==> src/rtl/pwm_lock_timer_pkg.sv <==
`timescale 1ns/1ps
package pwm_lock_timer_pkg;

    // per-channel output mode codes
    localparam logic [1:0] OM_IDLE  = 2'b00; // PWM: both low   | match: no action
    localparam logic [1:0] OM_PRIME = 2'b01; // PWM: true pulse | match: toggle
    localparam logic [1:0] OM_INV   = 2'b10; // PWM: inverted   | match: clear
    localparam logic [1:0] OM_PAIR  = 2'b11; // PWM: true + inv | match: set

    typedef struct packed {
        logic main;
        logic comp;
    } wave_pair_t;

    function automatic wave_pair_t pwm_shape(input logic [1:0] mode, input logic below);
        wave_pair_t w;
        w = '0;
        case (mode)
            OM_PRIME: w.main = below;
            OM_INV:   w.main = !below;
            OM_PAIR:  begin
                w.main = below;
                w.comp = !below;
            end
            default:  w = '0;
        endcase
        return w;
    endfunction

    function automatic logic match_action(input logic [1:0] mode, input logic hit, input logic cur);
        logic nxt;
        nxt = cur;
        if (hit) begin
            case (mode)
                OM_PRIME: nxt = !cur;
                OM_INV:   nxt = 1'b0;
                OM_PAIR:  nxt = 1'b1;
                default:  nxt = cur;
            endcase
        end
        return nxt;
    endfunction

endpackage

==> src/rtl/pwm_step_counter.sv <==
`timescale 1ns/1ps
module pwm_step_counter #(
    parameter int CNT_W = 8
) (
    input  logic             clk,
    input  logic             rst,
    input  logic             fine_mode,
    input  logic [CNT_W-1:0] ceiling,
    output logic [CNT_W-1:0] cnt,
    output logic             phase,
    output logic             wrap
);

    assign wrap = (cnt == ceiling) && (!fine_mode || phase);

    always_ff @(posedge clk) begin
        if (rst) begin
            cnt   <= '0;
            phase <= 1'b0;
        end else if (wrap) begin
            cnt   <= '0;
            phase <= 1'b0;
        end else if (fine_mode && !phase) begin
            phase <= 1'b1;
        end else begin
            cnt   <= cnt + 1'b1;
            phase <= 1'b0;
        end
    end


    cnt_in_range_chk: assert property (@(posedge clk) disable iff (rst)
        cnt <= ceiling);


    wrap_to_zero_chk: assert property (@(posedge clk) disable iff (rst)
        wrap |=> (cnt == '0) && !phase);

endmodule

==> src/rtl/pwm_shadow_bank.sv <==
`timescale 1ns/1ps
module pwm_shadow_bank #(
    parameter int CNT_W  = 8,
    parameter int NUM_CH = 3,
    localparam int ADDR_W = $clog2(NUM_CH + 1)
) (
    input  logic                          clk,
    input  logic                          rst,
    input  logic                          wr_en,
    input  logic [ADDR_W-1:0]             wr_addr,
    input  logic [CNT_W-1:0]              wr_data,
    input  logic                          hold,
    input  logic                          wrap,
    output logic [NUM_CH-1:0][CNT_W-1:0]  act_cmp,
    output logic [CNT_W-1:0]              act_top
);

    logic [NUM_CH-1:0][CNT_W-1:0] stg_cmp;
    logic [CNT_W-1:0]             stg_top;
    logic                         commit;

    assign commit = wrap && !hold;

    always_ff @(posedge clk) begin
        if (rst) begin
            stg_cmp <= '0;
            stg_top <= '0;
        end else if (wr_en) begin
            for (int i = 0; i < NUM_CH; i++) begin
                if (wr_addr == ADDR_W'(i)) stg_cmp[i] <= wr_data;
            end
            if (wr_addr == ADDR_W'(NUM_CH)) stg_top <= wr_data;
        end
    end

    always_ff @(posedge clk) begin
        if (rst) begin
            act_cmp <= '0;
            act_top <= '0;
        end else if (commit) begin
            act_cmp <= stg_cmp;
            act_top <= stg_top;
        end
    end


    held_stable_chk: assert property (@(posedge clk) disable iff (rst)
        hold |=> $stable(act_cmp) && $stable(act_top));


    load_on_wrap_chk: assert property (@(posedge clk) disable iff (rst)
        !wrap |=> $stable(act_cmp) && $stable(act_top));

endmodule

==> src/rtl/pwm_wave_channel.sv <==
`timescale 1ns/1ps
module pwm_wave_channel
    import pwm_lock_timer_pkg::*;
#(
    parameter int CNT_W = 8
) (
    input  logic             clk,
    input  logic             rst,
    input  logic             pwm_mode,
    input  logic             fine_mode,
    input  logic [1:0]       mode,
    input  logic [CNT_W-1:0] cnt,
    input  logic             phase,
    input  logic [CNT_W-1:0] cmp,
    output logic             wave,
    output logic             wave_n
);

    logic [CNT_W:0] pos;
    logic [CNT_W:0] ref_pos;
    logic           below;
    logic           hit;
    wave_pair_t     shaped;

    always_comb begin
        pos     = {cnt, fine_mode & phase};
        ref_pos = fine_mode ? {1'b0, cmp} : {cmp, 1'b0};
        below   = pos < ref_pos;
        hit     = pos == ref_pos;
        shaped  = pwm_shape(mode, below);
    end

    always_ff @(posedge clk) begin
        if (rst) begin
            wave   <= 1'b0;
            wave_n <= 1'b0;
        end else if (pwm_mode) begin
            wave   <= shaped.main;
            wave_n <= shaped.comp;
        end else begin
            wave   <= match_action(mode, hit, wave);
            wave_n <= 1'b0;
        end
    end


    pair_differs_chk: assert property (@(posedge clk) disable iff (rst)
        (pwm_mode && mode == OM_PAIR) |=> (wave != wave_n));


    match_comp_low_chk: assert property (@(posedge clk) disable iff (rst)
        !pwm_mode |=> !wave_n);


    match_clear_chk: assert property (@(posedge clk) disable iff (rst)
        (!pwm_mode && mode == OM_INV && hit) |=> !wave);

endmodule

==> src/rtl/pwm_lock_timer.sv <==
`timescale 1ns/1ps
module pwm_lock_timer
    import pwm_lock_timer_pkg::*;
#(
    parameter int CNT_W  = 8,
    parameter int NUM_CH = 3,
    localparam int ADDR_W = $clog2(NUM_CH + 1)
) (
    input  logic                  clk,
    input  logic                  rst,
    input  logic                  wr_en,
    input  logic [ADDR_W-1:0]     wr_addr,
    input  logic [CNT_W-1:0]      wr_data,
    input  logic                  hold,
    input  logic                  pwm_mode,
    input  logic                  fine_mode,
    input  logic [2*NUM_CH-1:0]   out_mode,
    output logic [NUM_CH-1:0]     wave_out,
    output logic [NUM_CH-1:0]     wave_out_n
);

    logic [NUM_CH-1:0][CNT_W-1:0] act_cmp;
    logic [CNT_W-1:0]             act_top;
    logic [CNT_W-1:0]             cnt;
    logic                         phase;
    logic                         wrap;

    pwm_step_counter #(.CNT_W(CNT_W)) u_cnt (
        .clk       (clk),
        .rst       (rst),
        .fine_mode (fine_mode),
        .ceiling   (act_top),
        .cnt       (cnt),
        .phase     (phase),
        .wrap      (wrap)
    );

    pwm_shadow_bank #(.CNT_W(CNT_W), .NUM_CH(NUM_CH)) u_bank (
        .clk     (clk),
        .rst     (rst),
        .wr_en   (wr_en),
        .wr_addr (wr_addr),
        .wr_data (wr_data),
        .hold    (hold),
        .wrap    (wrap),
        .act_cmp (act_cmp),
        .act_top (act_top)
    );

    for (genvar g = 0; g < NUM_CH; g++) begin : g_ch
        pwm_wave_channel #(.CNT_W(CNT_W)) u_ch (
            .clk       (clk),
            .rst       (rst),
            .pwm_mode  (pwm_mode),
            .fine_mode (fine_mode),
            .mode      (out_mode[2*g +: 2]),
            .cnt       (cnt),
            .phase     (phase),
            .cmp       (act_cmp[g]),
            .wave      (wave_out[g]),
            .wave_n    (wave_out_n[g])
        );
    end


    reset_outputs_low_chk: assert property (@(posedge clk)
        rst |=> (wave_out == '0) && (wave_out_n == '0));

endmodule

==> config.mk <==
export PLATFORM = sky130hd
export DESIGN_NAME = pwm_lock_timer
export DESIGN_NICKNAME = d
export VERILOG_FILES = /design/src/rtl/pwm_lock_timer_pkg.sv /design/src/rtl/pwm_step_counter.sv /design/src/rtl/pwm_shadow_bank.sv /design/src/rtl/pwm_wave_channel.sv /design/src/rtl/pwm_lock_timer.sv
export SDC_FILE = /design/constraint.sdc
export NUM_CORES = 1
export LEC_CHECK = 0
export BUFFER_PORTS_ARGS = -buffer_cell sky130_fd_sc_hd__buf_2
export CAP_MARGIN = 5
export CORE_MARGIN = 2
export CORE_UTILIZATION = 45
export CTS_CLUSTER_DIAMETER = 200
export DETAILED_ROUTE_END_ITERATION = 12
export GPL_TIMING_DRIVEN = 0
export MAX_ROUTING_LAYER = met4
export SLEW_MARGIN = 20
export SYNTH_ARGS = -nofsm -noshare
export SYNTH_HDL_FRONTEND = slang
export SYNTH_SLANG_ARGS = --single-unit
export TNS_END_PERCENT = 20
==> constraint.sdc <==
create_clock -name clk -period 3.4 [get_ports clk]
set_input_delay 0.17 -clock clk [delete_from_list [all_inputs] [get_ports clk]]
set_output_delay 0.17 -clock clk [all_outputs]
set_load 0.02 [all_outputs]
==> impl_metrics.toml, run 1 <==
[global_route]
grt_pass1_vias = 2845
grt_first_pass_wirelength_mm = 14.4
pin_count_of_the_biggest_net_entering_global_routing = 15
gr-total-overflow = 0
globalRouteTotalUtil_pct = 19.7
number_of_antenna_violations_at_the_first_check_in_global_routing = 0

[sta]
slew-limit-headroom_pct = 33.7
period_minus_slack_ps = 2610
timing.final.ws_setup_ps = 788
finalSetupViolations = 0
final.period_utilization_pct = 76.8
timing_worst_slew_pin_value_ps = 986
clock_skew_ps = 12.2
timing.final.hold_violations = 0
grt_setup_unrepaired = "no"
setup-tns-final_ps = 0
fmax_mhz = 383
maxSlewViolCount = 0

[hold_path]
hold_path_class = "input pin to flip-flop"
timing.hold.worst_path_depth = 3
timing.hold.worst.start = "out_mode[5]"

[setup_path]
cp_data_arrival_time_ps = 2860
worst_setup_path_startpoint = "fine_mode"
setup.worst_path.end_class = "flip-flop"
cp_max_fo = 10
critical_path_class = "input pin to flip-flop"
worst-r2r-cell-count = 6
critical_path.startpoint_type = "input pin"
worstPathRequired_ps = 3650
worstReg2RegStart = "u_cnt.cnt[2]$_SDFFE_PP0N_"

[clocking]
clock_path_buffers = 2
numCtsBuffers = 9
worst_setup_hold_path_clk_slew_ps = 90
worst_skew_pair_latency_ps = 350
tritoncts_num_sinks = 79
clock_tree.root_cell = "clkbuf_8"
cts.hold.buffers_added = 0
cts_tree = "yes"
post_cts_resize_count = 0
post_cts.repair.setup_buffers = 0
h_tree_depth_reported_by_cts = 3

[routing]
wl_per_cell_microns = 15.5
routed_wl_mm = 8.62
detail-route-antenna-nets = 0
vias = 2906
firstDrtPassIters = 4
viasPerCell = 5.24
drt_iter0_markers = 115
route.detailed.drc = 0

[status]
run_status = "finished clean"

[floorplanning]
initial_core_util_pct = 45.9
design.die.area_sq_um = 9530
pin_count = 28
die_h_microns = 97.6
floorplan.rows = 34
die_wd_microns = 97.6
core_region_area_sq_um = 8590

[synth]
postSynth.asyncResetShare_pct = 0
synth_fp_nets = 455
synth_warnings = 0
synth_top_area_cells = "dfxtp_1 (40%), mux2i_1 (22%), ha_1 (8.9%)"
synth_top_cell_by_area = "dfxtp_1"
synth_sequential_area_ratio_pct = 40.1
post_synth_most_frequent_cells = "mux2i_1 (87), nor2_1 (80), dfxtp_1 (79), ha_1 (28), nand2_1 (17)"
synthDistinctLibCells = 42
synthesis.instances = 405
avgSynthCellArea_sq_um = 9.74
synth_top_cell_area_share_pct = 40.1
synth_edf_count = 0
ys.flop_type = "dfxtp_1"
post-synth-top-count-cell = "mux2i_1"
synth.ff_latch_count = 79
syn_area_sq_um = 3950

[placed_design]
placement.cell_area_sq_um = 4210
preCtsSetupSlack_ps = 424
dp_hpwl_mm = 6.54
place.gp.congestion = 0.831
port_buffers = 26

[finish]
postLayoutCellArea_sq_um = 4410
multiInputGateArea_sq_um = 2200
nNetsFinal = 492
syn_to_final_growth_pct = 11.7
final-seq-area_sq_um = 1580
insertedDiodeCount = 0
fraction_of_layout_instances_using_a_drive_strength_above_1_pct = 12.8
fill_cells = 834

[run]
max_cap_violations = 0

[power_and_ir_drop]
total_power_uw = 1950
power.density_nw_per_um2 = 444
comb_power_share_pct = 14.0
netSwitchingFraction_pct = 27.3
power.internal_uw = 1420
seq_power_share_pct = 49.9
share_clk_of_total_power_pct = 36.1
leakage_power_total_uw = 0.00195
switchingPower_uw = 534
peakVddDrop_v = 0.000297
stage by stage:
stage | hold WS [ps] | cells | util [%]
5_1_grt | 74.6 | 555 | 51.3
4_1_cts | 57.0 | 555 | 51.3
3_5_place_dp | 438 | 539 | 49.0
6_report | 74.1 | 555 | 51.3
3_3_place_gp | 427 | 539 | 49.0
2_1_floorplan | 277 | 405 | -
registers in the layout, summed over array words and instances (netlist names):
name	cells
g_ch.u_ch.wave	3
u_bank.act_cmp	24
u_cnt.phase	1
u_cnt.cnt	8
u_bank.act_top	8
u_bank.stg_top	8
u_bank.stg_cmp	24
g_ch.u_ch.wave_n	3
cell type report:
cell class	count	share of cell area [%]
Multi-Input combinational cell	299	50.0
Sequential cell	79	35.9
Buffer	24	3.44
Tap cell	108	3.07
Timing Repair Buffer	26	2.95
Clock buffer	10	2.90
Clock inverter	6	1.53
Inverter	3	0.256
worst max-delay path, stage by stage:
cell and delay [ps]:
buf_2 90, clkbuf_1 420, buf_1 480, mux2i_1 280
ha_1 280, nand3_1 140, o21bai_1 130, a31oi_1 140
or4_1 470, a311oi_1 260
placed cells by master (no fill, tap or decap), drive strengths merged, types with 2 or more instances in the layout:
master,synthesis,final
o311ai,2,2
o21bai,2,2
dfxtp,79,79
nor3,4,4
clkbuf,10,20
nor2,80,80
ha,28,28
nor2b,3,3
buf,14,40
xnor2,11,11
nand4,7,7
a31oi,3,3
and2,3,3
xor2,4,4
o41ai,3,3
nand2b,5,5
nand3,9,9
nand2,18,18
inv,3,5
clkinvlp,0,2
nand3b,2,2
o21ai,2,2
o31ai,2,2
a21boi,2,2
or4,2,2
mux2i,87,87
a21oi,9,9
nor3b,2,2
cell families after synthesis:
group	Yosys count	synth area share [%]
simple gates	139	16.2
buf+inv	27	4.12
mux	87	22.1
compound gates	30	5.33
xor+xnor	15	3.33
flops	79	40.1
fa+ha+maj	28	8.88
routing by layer:
metal	track usage [%]	routed length, microns	up-vias
met1	25.8	4280	1353
li1	-	-	1491
met3	3.38	285	13
met4	6.73	91	0
met5	-	0	-
met2	31.1	3960	49
worst paths after layout:
path	to	slack [ps]
worst max-delay path	g_ch[1].u_ch.wave$_SDFFE_PP0P_	790
worst min-delay path	g_ch[2].u_ch.wave_n$_SDFF_PP0_	70
worst max register to register	g_ch[1].u_ch.wave$_SDFFE_PP0P_	1210
worst min register to register	u_bank.act_top[5]$_SDFFE_PP0P_	490
power groups by stage:
| stage | combinational [uW] | sequential (uW) | clock (uW) |
|---|---|---|---|
| 2_1_floorplan | 206 | 988 | 0 |
| 3_3_place_gp | 267 | 997 | 0 |
| 3_5_place_dp | 275 | 998 | 0 |
| 4_1_cts | 276 | 976 | 724 |
| 5_1_grt | 304 | 980 | 758 |
| 6_report | 274 | 976 | 705 |
Power figures use the tool's default switching activity.
==> run 2: changes to the inputs <==
- ABC_AREA: default -> 1
- clock period: 3.4 -> 2.6 ns (I/O delays scaled with it)
==> impl_metrics.toml, run 2 <==
[hold_path]
hold_path_class = "input pin to flip-flop"
worst_case_hold_path_end_point = "g_ch[1].u_ch.wave_n$_SDFF_PP0_"
timing.hold.worst.start = "out_mode[3]"
timing.hold.worst_path_depth = 3

[clocking]
post_cts.repair.setup_buffers = 0
clock_tree.root_cell = "clkbuf_8"
post_cts_resize_count = 0
clock_path_buffers = 2
tritoncts_num_sinks = 79
cts.hold.buffers_added = 0
worst_skew_pair_latency_ps = 350
h_tree_depth_reported_by_cts = 3
numCtsBuffers = 9
cts_tree = "yes"
worst_setup_hold_path_clk_slew_ps = 90

[synth]
postSynth.asyncResetShare_pct = 0
post-synth-top-count-cell = "nand2_1"
synthDistinctLibCells = 26
synth_top_cell_by_area = "dfxtp_1"
syn_area_sq_um = 4140
synthesis.instances = 613
synth.ff_latch_count = 79
synth_fp_nets = 663
synth_top_area_cells = "dfxtp_1 (38%), nand2_1 (14%), nor2_1 (11%)"
avgSynthCellArea_sq_um = 6.76
ys.flop_type = "dfxtp_1"
synth_warnings = 0
post_synth_most_frequent_cells = "nand2_1 (157), nor2_1 (122), dfxtp_1 (79), inv_1 (57), o21ai_0 (49)"
synth_edf_count = 0
synth_top_cell_area_share_pct = 38.2
synth_sequential_area_ratio_pct = 38.2

[global_route]
grt_pass1_vias = 3502
grt_first_pass_wirelength_mm = 16.8
pin_count_of_the_biggest_net_entering_global_routing = 16
globalRouteTotalUtil_pct = 21.8
gr-total-overflow = 0
number_of_antenna_violations_at_the_first_check_in_global_routing = 0

[sta]
timing.final.hold_violations = 0
maxSlewViolCount = 0
timing.final.ws_setup_ps = 654
finalSetupViolations = 0
final.period_utilization_pct = 74.9
period_minus_slack_ps = 1950
setup-tns-final_ps = 0
clock_skew_ps = 11.5
grt_setup_unrepaired = "no"
fmax_mhz = 514
slew-limit-headroom_pct = 54.7
timing_worst_slew_pin_value_ps = 679

[finish]
layout_common_cells = "nand2_1 (157), nor2_1 (122), dfxtp_1 (79), inv_1 (57), o21ai_0 (49)"
insertedDiodeCount = 0
fill_cells = 934
layout_top_registers = "u_bank.act_cmp x24, u_bank.stg_cmp x24"
nNetsFinal = 700
postLayoutCellArea_sq_um = 4590
syn_to_final_growth_pct = 10.8
multiInputGateArea_sq_um = 2200
final-seq-area_sq_um = 1580
fraction_of_layout_instances_using_a_drive_strength_above_1_pct = 9.62
mostFrequentLayoutCell = "nand2_1"

[power_and_ir_drop]
leakage_power_total_uw = 0.00226
power.density_nw_per_um2 = 648
peakVddDrop_v = 0.000302

[floorplanning]
pin_count = 28
initial_core_util_pct = 45.7
die_h_microns = 100
core_region_area_sq_um = 9060
design.die.area_sq_um = 9990
floorplan.rows = 35
die_wd_microns = 100

[placed_design]
port_buffers = 26
preCtsSetupSlack_ps = 293
placement.cell_area_sq_um = 4410
dp_hpwl_mm = 7.66
place.gp.congestion = 0.843

[setup_path]
r2r_setup_slack_ps = 650
timing.rr.end = "u_bank.act_cmp[7]$_SDFFE_PP0P_"
critical_path.startpoint_type = "flip-flop"
critical_path_class = "flip-flop to flip-flop"
cp_max_fo = 10
worstPathRequired_ps = 2850
worst-r2r-cell-count = 8
setup.worst_path.end_class = "flip-flop"
cp_data_arrival_time_ps = 2200
worstReg2RegStart = "u_cnt.cnt[0]$_SDFFE_PP0N_"

[routing]
maxUsedRoutingLayer = "met4"
vias = 3781
route.met3.wl_microns = 370
viasPerCell = 4.94
drt_iter0_markers = 209
met1Wirelength_mm = 5.01
detailroute.wirelength.met2_mm = 4.45
firstDrtPassIters = 5
route.detailed.drc = 0
wl_per_cell_microns = 13.1
routed_wl_mm = 10.1
detail-route-antenna-nets = 0

[status]
run_status = "finished clean"

[run]
max_cap_violations = 0
run 2: stage by stage:
step / utilization [%] / hold WS [ps] / power, uW / std cells
after detailed placement: 48.7 / 408 / 2140 / 750
after global placement: 48.7 / 401 / 2130 / 750
after floorplan: - / 264 / 1950 / 613
final: 50.7 / 44.0 / 2970 / 766
after global routing: 50.7 / 60.1 / 3160 / 766
after CTS: 50.7 / 33.9 / 2990 / 766
run 2: kinds of logic (layout without fill, tap and decap cells):
group / Yosys count / count (layout) / share of synthesized area, %
AO/OA/AOI/OAI: 84 / 84 / 10.4
AND/OR/NAND/NOR: 327 / 327 / 32.3
flip-flops: 79 / 79 / 38.2
XOR/XNOR: 9 / 9 / 1.90
buffers and inverters: 86 / 128 / 8.82
adder cells (fa/ha/maj): 28 / 28 / 8.45
run 2: power by group:
group / internal (uW) / leakage, uW / switching [uW]
Clock: 355 / 0.0000862 / 496
Combinational: 258 / 0.00152 / 478
Sequential: 1320 / 0.000645 / 69.1
run 2: metal layers:
metal  global-route usage, %  vias up
met5                       -        -
met4                    7.90        0
met3                    2.79       22
li1                        -     2017
met1                    28.5     1656
met2                    35.0       86
run 2: worst max path at each step:
stage / start / end / slack [ps] / cells past startpoint
floorplan: fine_mode / g_ch[0].u_ch.wave$_SDFFE_PP0P_ / 880 / 12
global placement: fine_mode / g_ch[1].u_ch.wave$_SDFFE_PP0P_ / 350 / 12
detailed placement: fine_mode / g_ch[1].u_ch.wave$_SDFFE_PP0P_ / 290 / 12
CTS: u_cnt.cnt[0]$_SDFFE_PP0N_ / u_bank.act_top[4]$_SDFFE_PP0P_ / 650 / 8
global route: fine_mode / g_ch[0].u_ch.wave$_SDFFE_PP0P_ / 390 / 13
finish: u_cnt.cnt[0]$_SDFFE_PP0N_ / u_bank.act_cmp[7]$_SDFFE_PP0P_ / 650 / 8
run 2: final cells by class:
type,instances,area share [%]
flip-flops and latches,79,34.4
well taps,111,3.02
clock buffers,9,2.70
clock inverters,7,1.20
inverters,61,4.99
plain buffers,25,2.97
multi-input cells,448,47.8
repair buffers,26,2.83
run 2: critical path, cell delays in order (launching register included):
cell	delay (ps)
dfxtp_1	600
xnor2_1	180
nand3_1	130
nor2_4	230
nand3_2	130
buf_6	160
buf_2	170
nor2_1	160
nor2_1	70
==> run 3: changes to the inputs <==
- clock period: 2.6 -> 1.7 ns (I/O delays scaled with it)
==> impl_metrics.toml, run 3 (synthesis gave the netlist of run 2 again) <==
[routing]
route.detailed.drc = 0
drt_iter0_markers = 215
wl_per_cell_microns = 13.4
routed_wl_mm = 10.3
vias = 3820
firstDrtPassIters = 5
viasPerCell = 4.95
detail-route-antenna-nets = 0

[setup_path]
worstReg2RegStart = "u_cnt.cnt[0]$_SDFFE_PP0N_"
crit_path_max_incr_delay_ps = 430
worst_setup_path_startpoint = "u_cnt.cnt[0]$_SDFFE_PP0N_"
worst_path_buffer_plus_inverter_count = 2
critical_path_class = "flip-flop to flip-flop"
worst-r2r-cell-count = 8
critical_path.slowest_cell = "dfxtp_4"
cp_data_arrival_time_ps = 1870
r2r_setup_slack_ps = 70
crit_chain = "xnor2_1 > nand3_1 > nor2_4 > nand3_2 > buf_6 > buf_2 > nor2_1 > nor2_1"
path_delay_family = "simple AND/OR/NAND/NOR gates"
timing.critical_path.mode_cell = "nor2_1"
worst_setup_path_endpoint = "u_bank.act_top[4]$_SDFFE_PP0P_"
setup.worst_path.end_class = "flip-flop"
worstPathRequired_ps = 1950
cp_max_fo = 10
path_depth = 8
critical_path.startpoint_type = "flip-flop"
timing.rr.end = "u_bank.act_top[4]$_SDFFE_PP0P_"

[clocking]
worst_skew_pair_latency_ps = 350
h_tree_depth_reported_by_cts = 3
cts_tree = "yes"
worst_setup_hold_path_clk_slew_ps = 100
numCtsBuffers = 9
clock_path_buffers = 2
clock_tree.root_cell = "clkbuf_8"
tritoncts_num_sinks = 79

[sta]
period_minus_slack_ps = 1630
grt_setup_unrepaired = "yes"
fmax_mhz = 614
maxSlewViolCount = 0
timing_worst_slew_pin_value_ps = 662
timing.final.hold_violations = 0
slew-limit-headroom_pct = 55.9
fin_worst_hold_slack_ps = 8.43
final.period_utilization_pct = 95.7
finalSetupViolations = 0
clock_skew_ps = 12.7

[placed_design]
dp_hpwl_mm = 7.66
port_buffers = 26
place.gp.congestion = 0.843

[power_and_ir_drop]
power.internal_uw = 3000
power.density_nw_per_um2 = 979
comb_power_share_pct = 26.1
share_clk_of_total_power_pct = 27.9
leakage_power_total_uw = 0.00233
peakVddDrop_v = 0.000459
netSwitchingFraction_pct = 35.2
seq_power_share_pct = 45.9
total_power_uw = 4640
switchingPower_uw = 1630

[run]
max_cap_violations = 0

[floorplanning]
initial_core_util_pct = 45.7
die_h_microns = 100
pin_count = 28
design.die.area_sq_um = 9990
floorplan.rows = 35
core_region_area_sq_um = 9060
die_wd_microns = 100

[finish]
mostFrequentLayoutCell = "nand2_1"
layout_common_cells = "nand2_1 (152), nor2_1 (117), dfxtp_1 (65), inv_1 (57), o21ai_0 (42)"
layout_top_registers = "u_bank.act_cmp x24, u_bank.stg_cmp x24"
syn_to_final_growth_pct = 14.3
fill_cells = 923
nNetsFinal = 705
insertedDiodeCount = 0
fraction_of_layout_instances_using_a_drive_strength_above_1_pct = 15.3

[hold_path]
hold_path_class = "input pin to flip-flop"

[status]
run_status = "finished clean"

[global_route]
pin_count_of_the_biggest_net_entering_global_routing = 16
grt_first_pass_wirelength_mm = 17.1
number_of_antenna_violations_at_the_first_check_in_global_routing = 0
grt_pass1_vias = 3565
gr-total-overflow = 0
globalRouteTotalUtil_pct = 22.2
run 3: metal layers:
metal / vias up / global-route usage, % / routed length, microns
met5: - / - / 0
met4: 0 / 7.90 / 232
met3: 21 / 2.79 / 289
met2: 73 / 35.6 / 4620
met1: 1696 / 29.0 / 5160
li1: 2030 / - / -
run 3: worst min-delay path, cell delays in order:
cell and delay (ps):
buf_2 120, nand3_1 80, nor3_1 40
run 3: power groups by stage:
stage / Combinational [uW] / Clock (uW) / Sequential, uW
6_report: 1210 / 1300 / 2130
5_1_grt: 1390 / 1380 / 2150
4_1_cts: 1160 / 1330 / 2120
3_5_place_dp: 1120 / 0 / 2160
3_3_place_gp: 1090 / 0 / 2160
2_1_floorplan: 860 / 0 / 2130
run 3: repair_timing:
action / CTS / global route
pin swaps: 2 / 10
resized for setup: 10 / 42
setup endpoints to repair: 43 / 34
hold endpoints to repair: 3 / 0
hold buffers: 3 / 0
buffers inserted: 2 / 0
run 3: through the flow:
stage | setup slack (ps) | util [%] | std cells | cell area (sq um) | setup TNS (ps)
4_1_cts | 19.2 | 51.3 | 771 | 4650 | 0
3_3_place_gp | -508 | 48.7 | 750 | 4410 | -9020
2_1_floorplan | 20.2 | - | 613 | 4140 | 0
6_report | 72.4 | 52.2 | 771 | 4730 | 0
3_5_place_dp | -562 | 48.7 | 750 | 4410 | -10490
5_1_grt | -34.2 | 52.2 | 771 | 4730 | -35.8
run 3: how the worst min path moves through the flow:
| stage | startpoint | to | slack (ps) | depth (start not counted) |
|---|---|---|---|---|
| 2_1_floorplan | out_mode[0] | g_ch[0].u_ch.wave_n$_SDFF_PP0_ | 220 | 2 |
| 3_3_place_gp | out_mode[0] | g_ch[0].u_ch.wave_n$_SDFF_PP0_ | 360 | 3 |
| 3_5_place_dp | out_mode[0] | g_ch[0].u_ch.wave_n$_SDFF_PP0_ | 360 | 3 |
| 4_1_cts | out_mode[2] | g_ch[1].u_ch.wave_n$_SDFF_PP0_ | 0.7 | 3 |
| 5_1_grt | out_mode[2] | g_ch[1].u_ch.wave_n$_SDFF_PP0_ | 30 | 3 |
| 6_report | out_mode[2] | g_ch[1].u_ch.wave_n$_SDFF_PP0_ | 8 | 3 |
run 3: final cells by class:
class / count / area, sq um / share of cell area [%]
flip-flops and latches: 79 / 1610 / 34.0
repair buffers: 31 / 175 / 3.70
well taps: 111 / 139 / 2.93
plain buffers: 25 / 141 / 2.99
clock inverters: 7 / 55.1 / 1.16
clock buffers: 9 / 124 / 2.62
multi-input cells: 448 / 2260 / 47.8
inverters: 61 / 229 / 4.84
